--- config.mk ---
export PLATFORM = sky130hd
export DESIGN_NAME = host_debug_engine
export DESIGN_NICKNAME = d
export VERILOG_FILES = /design/src/rtl/host_debug_engine.sv
export SDC_FILE = /design/constraint.sdc
export NUM_CORES = 1
export LEC_CHECK = 0
export BUFFER_PORTS_ARGS = -buffer_cell sky130_fd_sc_hd__clkbuf_2
export CORE_MARGIN = 5
export CORE_UTILIZATION = 31
export CTS_CLUSTER_DIAMETER = 60
export DETAILED_ROUTE_END_ITERATION = 6
export SLEW_MARGIN = 20
export SYNTH_ARGS = -nofsm -noshare
export SYNTH_HDL_FRONTEND = slang
export SYNTH_SLANG_ARGS = --single-unit
--- constraint.sdc ---
create_clock -name clk -period 8.2 [get_ports clk]
set_clock_uncertainty 0.1 [all_clocks]
set_input_delay 0.82 -clock clk [delete_from_list [all_inputs] [get_ports clk]]
set_output_delay 0.82 -clock clk [all_outputs]
set_load 0.01 [all_outputs]
--- src/rtl/host_debug_engine.sv ---
module host_debug_engine #(
  parameter int NCORES = 2,
  parameter int MAW = 16
) (
  input  logic                 clk,
  input  logic                 rst_n,
  input  logic                 in_valid,
  output logic                 in_ready,
  input  logic [63:0]          in_data,
  output logic                 out_valid,
  input  logic                 out_ready,
  output logic [63:0]          out_data,
  output logic                 mem_re,
  output logic                 mem_we,
  output logic [MAW-1:0]       mem_addr,
  output logic [63:0]          mem_wdata,
  input  logic [63:0]          mem_rdata,
  input  logic [NCORES-1:0]    tgt_tohost_set,
  input  logic [NCORES*64-1:0] tgt_tohost_val,
  input  logic [NCORES-1:0]    tgt_fromhost_ack,
  output logic [NCORES*64-1:0] fromhost_q,
  output logic [NCORES-1:0]    core_reset,
  input  logic [NCORES-1:0]    core_running,
  output logic                 done,
  output logic                 err
);
  localparam logic [3:0] C_RDMEM = 4'd0;
  localparam logic [3:0] C_WRMEM = 4'd1;
  localparam logic [3:0] C_RDCR  = 4'd2;
  localparam logic [3:0] C_WRCR  = 4'd3;
  localparam logic [3:0] C_ACK   = 4'd4;
  localparam logic [19:0] SYS_ID = 20'hFFFFF;

  typedef enum logic [3:0] {
    S_H0, S_H1, S_WPAY, S_CPAY, S_CEXEC, S_ACK0, S_ACK1,
    S_RD, S_RDW, S_DATA, S_CRD, S_ERR
  } state_t;

  state_t      state;
  logic [3:0]  cmd_q;
  logic [31:0] exp_seq;
  logic [15:0] size_q, ack_size, cnt;
  logic [63:0] addr_q, obuf, wbuf, cur_val;
  logic        rst_flag;
  logic [63:0] tohost   [NCORES];
  logic [63:0] fromhost [NCORES];

  wire in_hs  = in_valid && in_ready;
  wire out_hs = out_valid && out_ready;
  wire [19:0] core_id = addr_q[39:20];
  wire [19:0] regno   = addr_q[19:0];
  wire        sys     = core_id == SYS_ID;
  wire [19:0] in_core = in_data[39:20];
  wire        bad_core = (in_core != SYS_ID) && (in_core >= 20'(NCORES));
  wire        is_cr   = (cmd_q == C_RDCR) || (cmd_q == C_WRCR);
  wire [63:0] word_addr = addr_q + {48'd0, cnt};
  wire [63:0] byte_addr = word_addr << 3;

  assign in_ready  = (state == S_H0) || (state == S_H1) || (state == S_WPAY) || (state == S_CPAY);
  assign out_valid = (state == S_ACK0) || (state == S_ACK1) || (state == S_DATA) || (state == S_CRD);
  assign out_data  = (state == S_ACK0) ? {exp_seq, ack_size, 12'h000, C_ACK} :
                     (state == S_ACK1) ? 64'd0 : obuf;
  assign mem_we    = (state == S_WPAY) && in_valid;
  assign mem_wdata = in_data;
  assign mem_re    = state == S_RD;
  assign mem_addr  = byte_addr[MAW-1:0];
  assign done      = !rst_flag && !(|core_running);
  assign err       = state == S_ERR;

  for (genvar g = 0; g < NCORES; g++) begin : g_fh
    assign fromhost_q[g*64 +: 64] = fromhost[g];
  end

  always_comb begin
    cur_val = 64'd0;
    if (sys) begin
      if (regno == 20'd0) cur_val = 64'(NCORES);
    end else begin
      for (int c = 0; c < NCORES; c++) begin
        if (core_id == 20'(c)) begin
          case (regno)
            20'd0:   cur_val = {63'd0, core_reset[c]};
            20'd1:   cur_val = tohost[c];
            20'd2:   cur_val = fromhost[c];
            default: cur_val = 64'd0;
          endcase
        end
      end
    end
  end

  always_ff @(posedge clk) begin
    if (!rst_n) begin
      state      <= S_H0;
      cmd_q      <= C_RDMEM;
      exp_seq    <= 32'd1;
      size_q     <= '0;
      ack_size   <= '0;
      cnt        <= '0;
      addr_q     <= '0;
      obuf       <= '0;
      wbuf       <= '0;
      rst_flag   <= 1'b1;
      core_reset <= '1;
      for (int c = 0; c < NCORES; c++) begin
        tohost[c]   <= '0;
        fromhost[c] <= '0;
      end
    end else begin
      for (int c = 0; c < NCORES; c++) begin
        if (tgt_tohost_set[c])   tohost[c]   <= tgt_tohost_val[c*64 +: 64];
        if (tgt_fromhost_ack[c]) fromhost[c] <= '0;
      end
      case (state)
        S_H0: if (in_hs) begin
          cmd_q  <= in_data[3:0];
          size_q <= in_data[31:16];
          if (in_data[63:32] != exp_seq || in_data[3:0] > C_WRCR) state <= S_ERR;
          else state <= S_H1;
        end
        S_H1: if (in_hs) begin
          addr_q <= in_data;
          cnt    <= '0;
          case (cmd_q)
            C_RDMEM: begin ack_size <= size_q; state <= S_ACK0; end
            C_WRMEM: begin ack_size <= 16'd0; state <= (size_q == 16'd0) ? S_ACK0 : S_WPAY; end
            default: begin
              ack_size <= 16'd1;
              if (size_q != 16'd1 || bad_core) state <= S_ERR;
              else state <= (cmd_q == C_WRCR) ? S_CPAY : S_CEXEC;
            end
          endcase
        end
        S_WPAY: if (in_hs) begin
          cnt <= cnt + 16'd1;
          if (cnt == size_q - 16'd1) state <= S_ACK0;
        end
        S_CPAY: if (in_hs) begin
          wbuf  <= in_data;
          state <= S_CEXEC;
        end
        S_CEXEC: begin
          obuf  <= cur_val;
          state <= S_ACK0;
          if (!sys) begin
            for (int c = 0; c < NCORES; c++) begin
              if (core_id == 20'(c)) begin
                if (regno == 20'd1) tohost[c] <= '0;
                if (cmd_q == C_WRCR) begin
                  case (regno)
                    20'd0: begin
                      core_reset[c] <= wbuf[0];
                      if (!wbuf[0]) rst_flag <= 1'b0;
                    end
                    20'd1: tohost[c] <= wbuf;
                    20'd2: if (fromhost[c] == 64'd0) fromhost[c] <= wbuf;
                    default: ;
                  endcase
                end
              end
            end
          end
        end
        S_ACK0: if (out_hs) state <= S_ACK1;
        S_ACK1: if (out_hs) begin
          if (cmd_q == C_RDMEM && size_q != 16'd0) state <= S_RD;
          else if (is_cr) state <= S_CRD;
          else begin
            exp_seq <= exp_seq + 32'd1;
            state   <= S_H0;
          end
        end
        S_RD:  state <= S_RDW;
        S_RDW: begin
          obuf  <= mem_rdata;
          state <= S_DATA;
        end
        S_DATA: if (out_hs) begin
          cnt <= cnt + 16'd1;
          if (cnt == size_q - 16'd1) begin
            exp_seq <= exp_seq + 32'd1;
            state   <= S_H0;
          end else state <= S_RD;
        end
        S_CRD: if (out_hs) begin
          exp_seq <= exp_seq + 32'd1;
          state   <= S_H0;
        end
        default: state <= S_ERR;
      endcase
    end
  end

  a_r11_err_sticky: assert property (@(posedge clk) disable iff (!rst_n) err |=> err);
  a_r11_no_input_after_err: assert property (@(posedge clk) disable iff (!rst_n) err |-> !in_ready);
  a_r12_hold_output: assert property (@(posedge clk) disable iff (!rst_n)
    (out_valid && !out_ready) |=> (out_valid && $stable(out_data)));
  a_r9_release_final: assert property (@(posedge clk) disable iff (!rst_n) !rst_flag |=> !rst_flag);
  a_r3_single_read: assert property (@(posedge clk) disable iff (!rst_n) mem_re |=> !mem_re);
  a_r4_mem_exclusive: assert property (@(posedge clk) disable iff (!rst_n) $onehot0({mem_re, mem_we}));
endmodule

==> results.txt, run 1 <==
----------------------------------------------------
[Yosys]
  Synthesized cell area ... 24810 µm²
  Post-Synthesis Mean Instance Area ... 9.822 µm²
  Sequential-to-total area share from yosys stat ... 51.88%
  Cell type with the largest total area after synthesis ... sky130_fd_sc_hd__edfxtp_1
  Synth cell types ... 84
  Yosys warning count ... 0
  Post-synth top area share ... 30.98%
  Top cells by area in the synthesized netlist ... sky130_fd_sc_hd__edfxtp_1 31%, sky130_fd_sc_hd__dfxtp_1 21%, sky130_fd_sc_hd__a22o_1 6.2%, sky130_fd_sc_hd__a22oi_1 6.1%, sky130_fd_sc_hd__nand2_1 5.9%
  Register bit total from synthesis ... 515
  Fraction of registers with async set/reset ... 0%
  Cell count after synthesis ... 2526
  Synth Flop Type ... sky130_fd_sc_hd__dfxtp_1
  Number of synthesized flops with an enable pin ... 256

[Critical path]
  Cell type of the slowest stage on the worst timing path ... sky130_fd_sc_hd__or3_4
  Crit Path Class ... register to register
  Critical path cell sequence ... nor4_1 -> nand4_1 -> or4_1 -> nor4_2 -> buf_4 -> or3_4
  Max FO, Critical Path ... 64
  Startpoint types ... register
  WP data arrival ... 4720 ps
  Worst path bufs/invs ... 1
  Cell class contributing the biggest share of worst-path delay ... simple AND/OR/NAND/NOR gates
  Category of the worst setup path capture point ... register
  Slowest Stage Delay on Critical Path ... 920 ps
  WP data required ... 8320 ps

[Clocking]
  CTS Hold Bufs ... 0
  CTS tree ... built
  CTS Root Buffer Type ... sky130_fd_sc_hd__clkbuf_16
  Worst-skew pair later-pin latency ... 620 ps
  Sinks on the clock net ... 515
  Post-CTS Setup Repair Bufs ... 0
  CTS HTree Levels ... 2
  Clock slew at the register clock pins of the worst setup and hold paths ... 60 ps
  TritonCTS buffer count ... 59
  Max Buffers Root-to-Sink ... 3
  Resize count post-CTS ... 0

[Finish]
  Layout net count ... 3184
  Share of layout cells above drive strength 1 ... 24.33%
  Area delta synth->final ... 20.38%
  Post-route insts no fill ... 4006
  Layout Cell Area excl Fill ... 29870 µm²

[Floorplanning]
  Core outline area ... 79130 µm²
  Number of placement rows ... 103
  Die W ... 292.9 µm
  DIE HEIGHT ... 292.9 µm
  Initial core utilization ... 31.36%
  Number of top-level design ports ... 546
  Area of the die ... 85790 µm²

[STA]
  Worst Tran Pin Value ... 1122 ps
  Relative slew margins ... 25.22%
  RSZ-0062 raised after global routing ... no
  Final setup slack of the worst path ... 3599 ps
  Upper clock frequency limit ... 0.2173 GHz
  Minimum period implied by the final worst setup slack ... 4601 ps
  Final setup fails ... 0
  Final Slew Violations ... 0
  Part of the cycle the worst path needs ... 56.11%
  Setup total negative slack ... 0 ps
  Endpoints failing hold ... 0

[Drt]
  Vias after detailed routing ... 22940
  Via density per instance ... 5.726
  ANT nets after route ... 0
  DRC violations left ... 0
  Number of DRC violations after detailed-routing iteration 0 ... 2572
  Drt pass-1 iters ... 5
  Final Routed Wirelength ... 118600 µm
  Wire length per cell after detailed routing ... 29.60 µm

[Global route]
  Remaining global-route overflow ... 0
  Global-route wire length before repair ... 164300 µm
  Combined global-route utilization of all metal layers ... 26.20%
  Via count of the first global-routing pass ... 21550
  Number of antenna violations at the first check in global routing ... 7
  Largest net degree at the start of global routing ... 85

[Power]
  P per Cell Area ... 260.8 nW/µm²
  Maximum resistive drop on vdd ... 0.0002818 V
  Static leakage ... 11.58 nW

[Placed design]
  Cell area after placement ... 27890 µm²
  GP Congestion ... 0.9330
  Port buffer count ... 542
  Setup WS pre-CTS ... 3733 ps
  Detail Placement HPWL ... 85500 µm
  Placed Instances ... 3889

[Job]
  Number of max-cap violations ... 0

[Status]
  Outcome ... completed

[Worst hold path]
  Min-delay worst type ... register to register

----------------------------------------------------
path summary, 6_finish.rpt:
| check | endpoint | from | slack (ps) | cells after the start |
|---|---|---|---|---|
| max reg2reg | fromhost[0][80] | fromhost[0][78] | 3600 | 6 |
| min reg2reg | addr_q[16] | addr_q[16] | 360 | 2 |
| min | addr_q[16] | addr_q[16] | 360 | 2 |
| max | fromhost[0][80] | fromhost[0][78] | 3600 | 6 |
cells in the mapped netlist (all sizes together) (5+ instances only):
library cell / count
nand3: 21
nor3: 24
nand2b: 16
and2: 82
a211oi: 8
o21ai: 23
and3: 76
dfxtp: 259
nor2: 93
ha: 16
inv: 24
nor4: 58
xor2: 39
nand2: 388
a21oi: 229
o21a: 5
nor2b: 10
xnor2: 39
nand4: 44
o22ai: 62
clkbuf: 181
a22o: 176
o31ai: 5
o211ai: 6
a22oi: 203
or3: 14
mux2i: 12
edfxtp: 256
or4: 10
buf: 86
cells by family after synthesis:
logic type                 synth area share (%)
muxes                                    0.5295
AOI/OAI and AO/OA                         21.23
DFF                                       51.88
and+or+nand+nor                           16.76
other                                   0.01511
xor gates and xnor gates                  2.753
adders and majority gates                0.8875
buffers and inverters                     5.946
area by class of cell:
type                    instances  area, µm²
repair buffers                581       3028
clock buffers                  77       1653
diodes                          5      12.51
flip-flops and latches        515      12870
fillers                      8053      49260
inverters                      24      95.09
multi-input cells            1720      10610
well taps                    1050       1314
clock inverters                34      285.3
per-layer routing:
layer	GRT usage, %	wire length, µm	vias to the layer above	share of wire (%)
met1	35.06	47290	11450	40
li1	-	-	10090	-
met3	5.933	11990	157	10
met2	42.96	55540	1236	47
met5	0	66	-	0.056
met4	7.204	3680	10	3.1
cells in the final DEF (no fill, tap or decap), drive strengths merged, types with 23 or more instances in the layout:
cell type    n
buf         40
nor4        58
dfxtp      259
nand4       44
inv         29
nor2        93
nor3        24
edfxtp     256
a22o       176
and2        82
a21oi      229
xnor2       39
o21ai       23
nand2      388
o22ai       62
xor2        39
a22oi      203
and3        76
clkbuf     618
sequential cells by signal, indices dropped and copies added, names as in the netlist:
name and flops:
tohost 128, ack_size 16, cnt 16, exp_seq 32, addr_q 40, state 4, rst_flag 1, core_reset 2
size_q 16, wbuf 64, cmd_q 4, fromhost 128, obuf 64
stage by stage:
stage | hold slack [ps] | utilization (%) | power (mW)
final | 358.6 | 37.75 | 7.789
after global routing | 372.0 | 37.73 | 8.066
after CTS | 355.7 | 37.70 | 7.788
after detailed placement | 353.1 | 35.25 | 5.124
after global placement | 349.2 | 35.25 | 5.111
after floorplan | 336.0 | - | 4.299
worst reg2reg max path, cell delays in order, from the launching register on:
cell                       delay (ps)
sky130_fd_sc_hd__edfxtp_1         490
sky130_fd_sc_hd__nor4_1           850
sky130_fd_sc_hd__nand4_1          480
sky130_fd_sc_hd__or4_1            660
sky130_fd_sc_hd__nor4_2           250
sky130_fd_sc_hd__buf_4            390
sky130_fd_sc_hd__or3_4            940
power breakdown:
group / internal, mW / switching [mW]
Sequential: 2.92 / 0.247
Clock: 1.55 / 1.14
Combinational: 0.578 / 1.36
Total: 5.04 / 2.74
(Power assumes the default switching activity.)
==> run 2: changes to the inputs <==
Clock period 8.2 ns to 4.6 ns, I/O delays scaled along.
==> results.txt, run 2 (synthesized netlist as in run 1, its figures left out) <==
----------------------------------------------------
[STA]
  Worst Tran Pin Value ... 1157 ps (+35.05 ps)
  Endpoints failing hold ... 0 (unchanged)
  Final setup slack of the worst path ... 313.3 ps (-3285 ps)
  Part of the cycle the worst path needs ... 93.19% (+37 points)
  Final Slew Violations ... 0 (unchanged)
  Setup total negative slack ... 0 ps (unchanged)
  Final setup fails ... 0 (unchanged)
  Minimum period implied by the final worst setup slack ... 4287 ps (-314.7 ps)
  Upper clock frequency limit ... 0.2333 GHz (+7.3%)
  RSZ-0062 raised after global routing ... no
  Hold Worst Slack ... 48.98 ps (-309.6 ps)
  Relative slew margins ... 22.71% (-2.5 points)

[Finish]
  Registers with the most flip-flops ... fromhost x128, tohost x128
  Share of layout cells above drive strength 1 ... 25.03% (+0.70 points)
  Area delta synth->final ... 22.55%
  Layout net count ... 3209 (+0.79%)
  Fill cell total of the finished layout ... 7958 (-1.2%)
  Leading cell type in the layout, fill and taps excluded ... sky130_fd_sc_hd__clkbuf_2
  Post-route insts no fill ... 4036 (+0.75%)
  Most used cells in the layout excluding fill and tap cells ... 541 x sky130_fd_sc_hd__clkbuf_2, 386 x sky130_fd_sc_hd__nand2_1, 259 x sky130_fd_sc_hd__dfxtp_1

[Clocking]
  Resize count post-CTS ... 0 (unchanged)
  CTS Root Buffer Type ... sky130_fd_sc_hd__clkbuf_16
  CTS HTree Levels ... 3 (+1)
  Clock slew at the register clock pins of the worst setup and hold paths ... 60 ps (about the same)
  Worst-skew pair later-pin latency ... 600 ps (-20 ps)
  Max Buffers Root-to-Sink ... 3 (unchanged)
  Post-CTS Setup Repair Bufs ... 0 (unchanged)
  CTS tree ... built
  TritonCTS buffer count ... 66 (+12%)
  Sinks on the clock net ... 515 (unchanged)
  CTS Hold Bufs ... 0 (unchanged)

[Critical path]
  Category of the worst setup path capture point ... register
  WP data arrival ... 4700 ps (-20 ps)
  Crit-path most repeated cell ... sky130_fd_sc_hd__or4_1
  Cell class contributing the biggest share of worst-path delay ... simple AND/OR/NAND/NOR gates
  Max FO, Critical Path ... 11 (-83%)
  Slowest Stage Delay on Critical Path ... 580 ps (-340 ps)
  WP data required ... 5020 ps (-3300 ps)
  Worst path bufs/invs ... 1 (unchanged)
  Cell type of the slowest stage on the worst timing path ... sky130_fd_sc_hd__a2111o_1
  Crit Path Class ... register to register
  Critical path cell sequence ... inv_1 -> ha_1 -> xor2_1 -> o211ai_1 -> or4_1 -> a211o_1 -> or4_1 -> or4_4 -> a2111o_1 -> or3_1 -> a21oi_1
  Startpoint types ... register

[Placed design]
  Placed Instances ... 3908 (+0.49%)
  GP Congestion ... 0.9166 (-1.8%)
  Setup WS pre-CTS ... 352.0 ps (-3381 ps)
  Port buffer count ... 542 (unchanged)
  Detail Placement HPWL ... 86250 µm (+0.88%)

[Drt]
  Number of DRC violations after detailed-routing iteration 0 ... 2445 (-4.9%)
  Final Routed Wirelength ... 118900 µm (+0.25%)
  ANT nets after route ... 0 (unchanged)
  Vias after detailed routing ... 23060 (+0.53%)
  Drt pass-1 iters ... 5 (unchanged)
  Via density per instance ... 5.714 (-0.22%)
  DRC violations left ... 0 (unchanged)
  Wire length per cell after detailed routing ... 29.45 µm (-0.49%)

[Floorplanning]
  Die W ... 292.9 µm (unchanged)
  Initial core utilization ... 31.36% (unchanged)
  DIE HEIGHT ... 292.9 µm (unchanged)
  Core outline area ... 79130 µm² (unchanged)
  Number of placement rows ... 103 (unchanged)
  Number of top-level design ports ... 546 (unchanged)
  Area of the die ... 85790 µm² (unchanged)

[Global route]
  Remaining global-route overflow ... 0 (unchanged)
  Via count of the first global-routing pass ... 21950 (+1.9%)
  Global-route wire length before repair ... 164300 µm (about the same)
  Number of antenna violations at the first check in global routing ... 12 (+5)
  Combined global-route utilization of all metal layers ... 26.25% (+0.054 points)
  Largest net degree at the start of global routing ... 147 (+73%)

[Power]
  P per Cell Area ... 476.7 nW/µm² (+83%)
  Static leakage ... 11.84 nW (+2.3%)
  Maximum resistive drop on vdd ... 0.0003499 V (+24%)

[Status]
  Outcome ... completed

[Job]
  Number of max-cap violations ... 0 (unchanged)

[Worst hold path]
  Min-delay worst type ... input pin to register

----------------------------------------------------
## run 2: cell count changes in the layout (fill, tap and decap cells not counted), moves of 3 or more
cell,delta
sky130_fd_sc_hd__buf_4,+11
sky130_fd_sc_hd__clkbuf_8,+6
sky130_fd_sc_hd__bufinv_16,+4
sky130_fd_sc_hd__diode_2,+5
sky130_fd_sc_hd__clkinv_2,-7
sky130_fd_sc_hd__buf_12,+8
sky130_fd_sc_hd__clkbuf_16,+5
sky130_fd_sc_hd__inv_4,-3
## run 2: worst paths after layout
| check | start | to | slack [ps] | cells past startpoint |
|---|---|---|---|---|
| setup / recovery | size_q[0] | exp_seq[16] | 310 | 11 |
| hold / removal | in_data[58] | wbuf[58] | 50 | 3 |
| setup reg to reg | size_q[0] | exp_seq[16] | 310 | 11 |
| hold reg to reg | addr_q[14] | addr_q[14] | 360 | 2 |
## run 2: cell type report
class                      count  area [µm²]  area share [%]
clock buffer                  87        1853           6.094
clock inverter                31       401.6           1.321
antenna                       10       25.02         0.08230
multi-input combinational   1720       10600           34.87
inverter                      24       95.09          0.3127
sequential                   515       12870           42.33
timing repair buffer         599        3243           10.67
tap                         1050        1314           4.321
## run 2: layer usage
| metal | up-vias | GRT usage [%] | wire length [µm] |
|---|---|---|---|
| li1 | 10140 | - | - |
| met1 | 11400 | 34.20 | 46590 |
| met2 | 1328 | 42.93 | 55700 |
| met3 | 176 | 6.206 | 11860 |
| met4 | 10 | 9.317 | 4651 |
| met5 | - | 0 | 62 |
## run 2: through the flow
stage | utilization [%] | power (mW) | instance area, µm²
finish | 38.43 | 14.50 | 30410
global route | 38.41 | 15.03 | 30390
detailed placement | 35.55 | 9.143 | 28130
CTS | 38.40 | 14.55 | 30380
floorplan | - | 7.663 | 24820
global placement | 35.55 | 9.115 | 28130
## run 2: tightest hold or removal path: stages
cell and delay (ps):
sky130_fd_sc_hd__clkbuf_2 120, sky130_fd_sc_hd__nand2_1 70, sky130_fd_sc_hd__a21oi_1 50
## run 2: where the power goes
part	total, mW	internal (mW)	switching, mW
Sequential	5.62	5.21	0.415
Combinational	3.45	1.07	2.38
Clock	5.42	3.30	2.12
Total	14.5	9.58	4.92
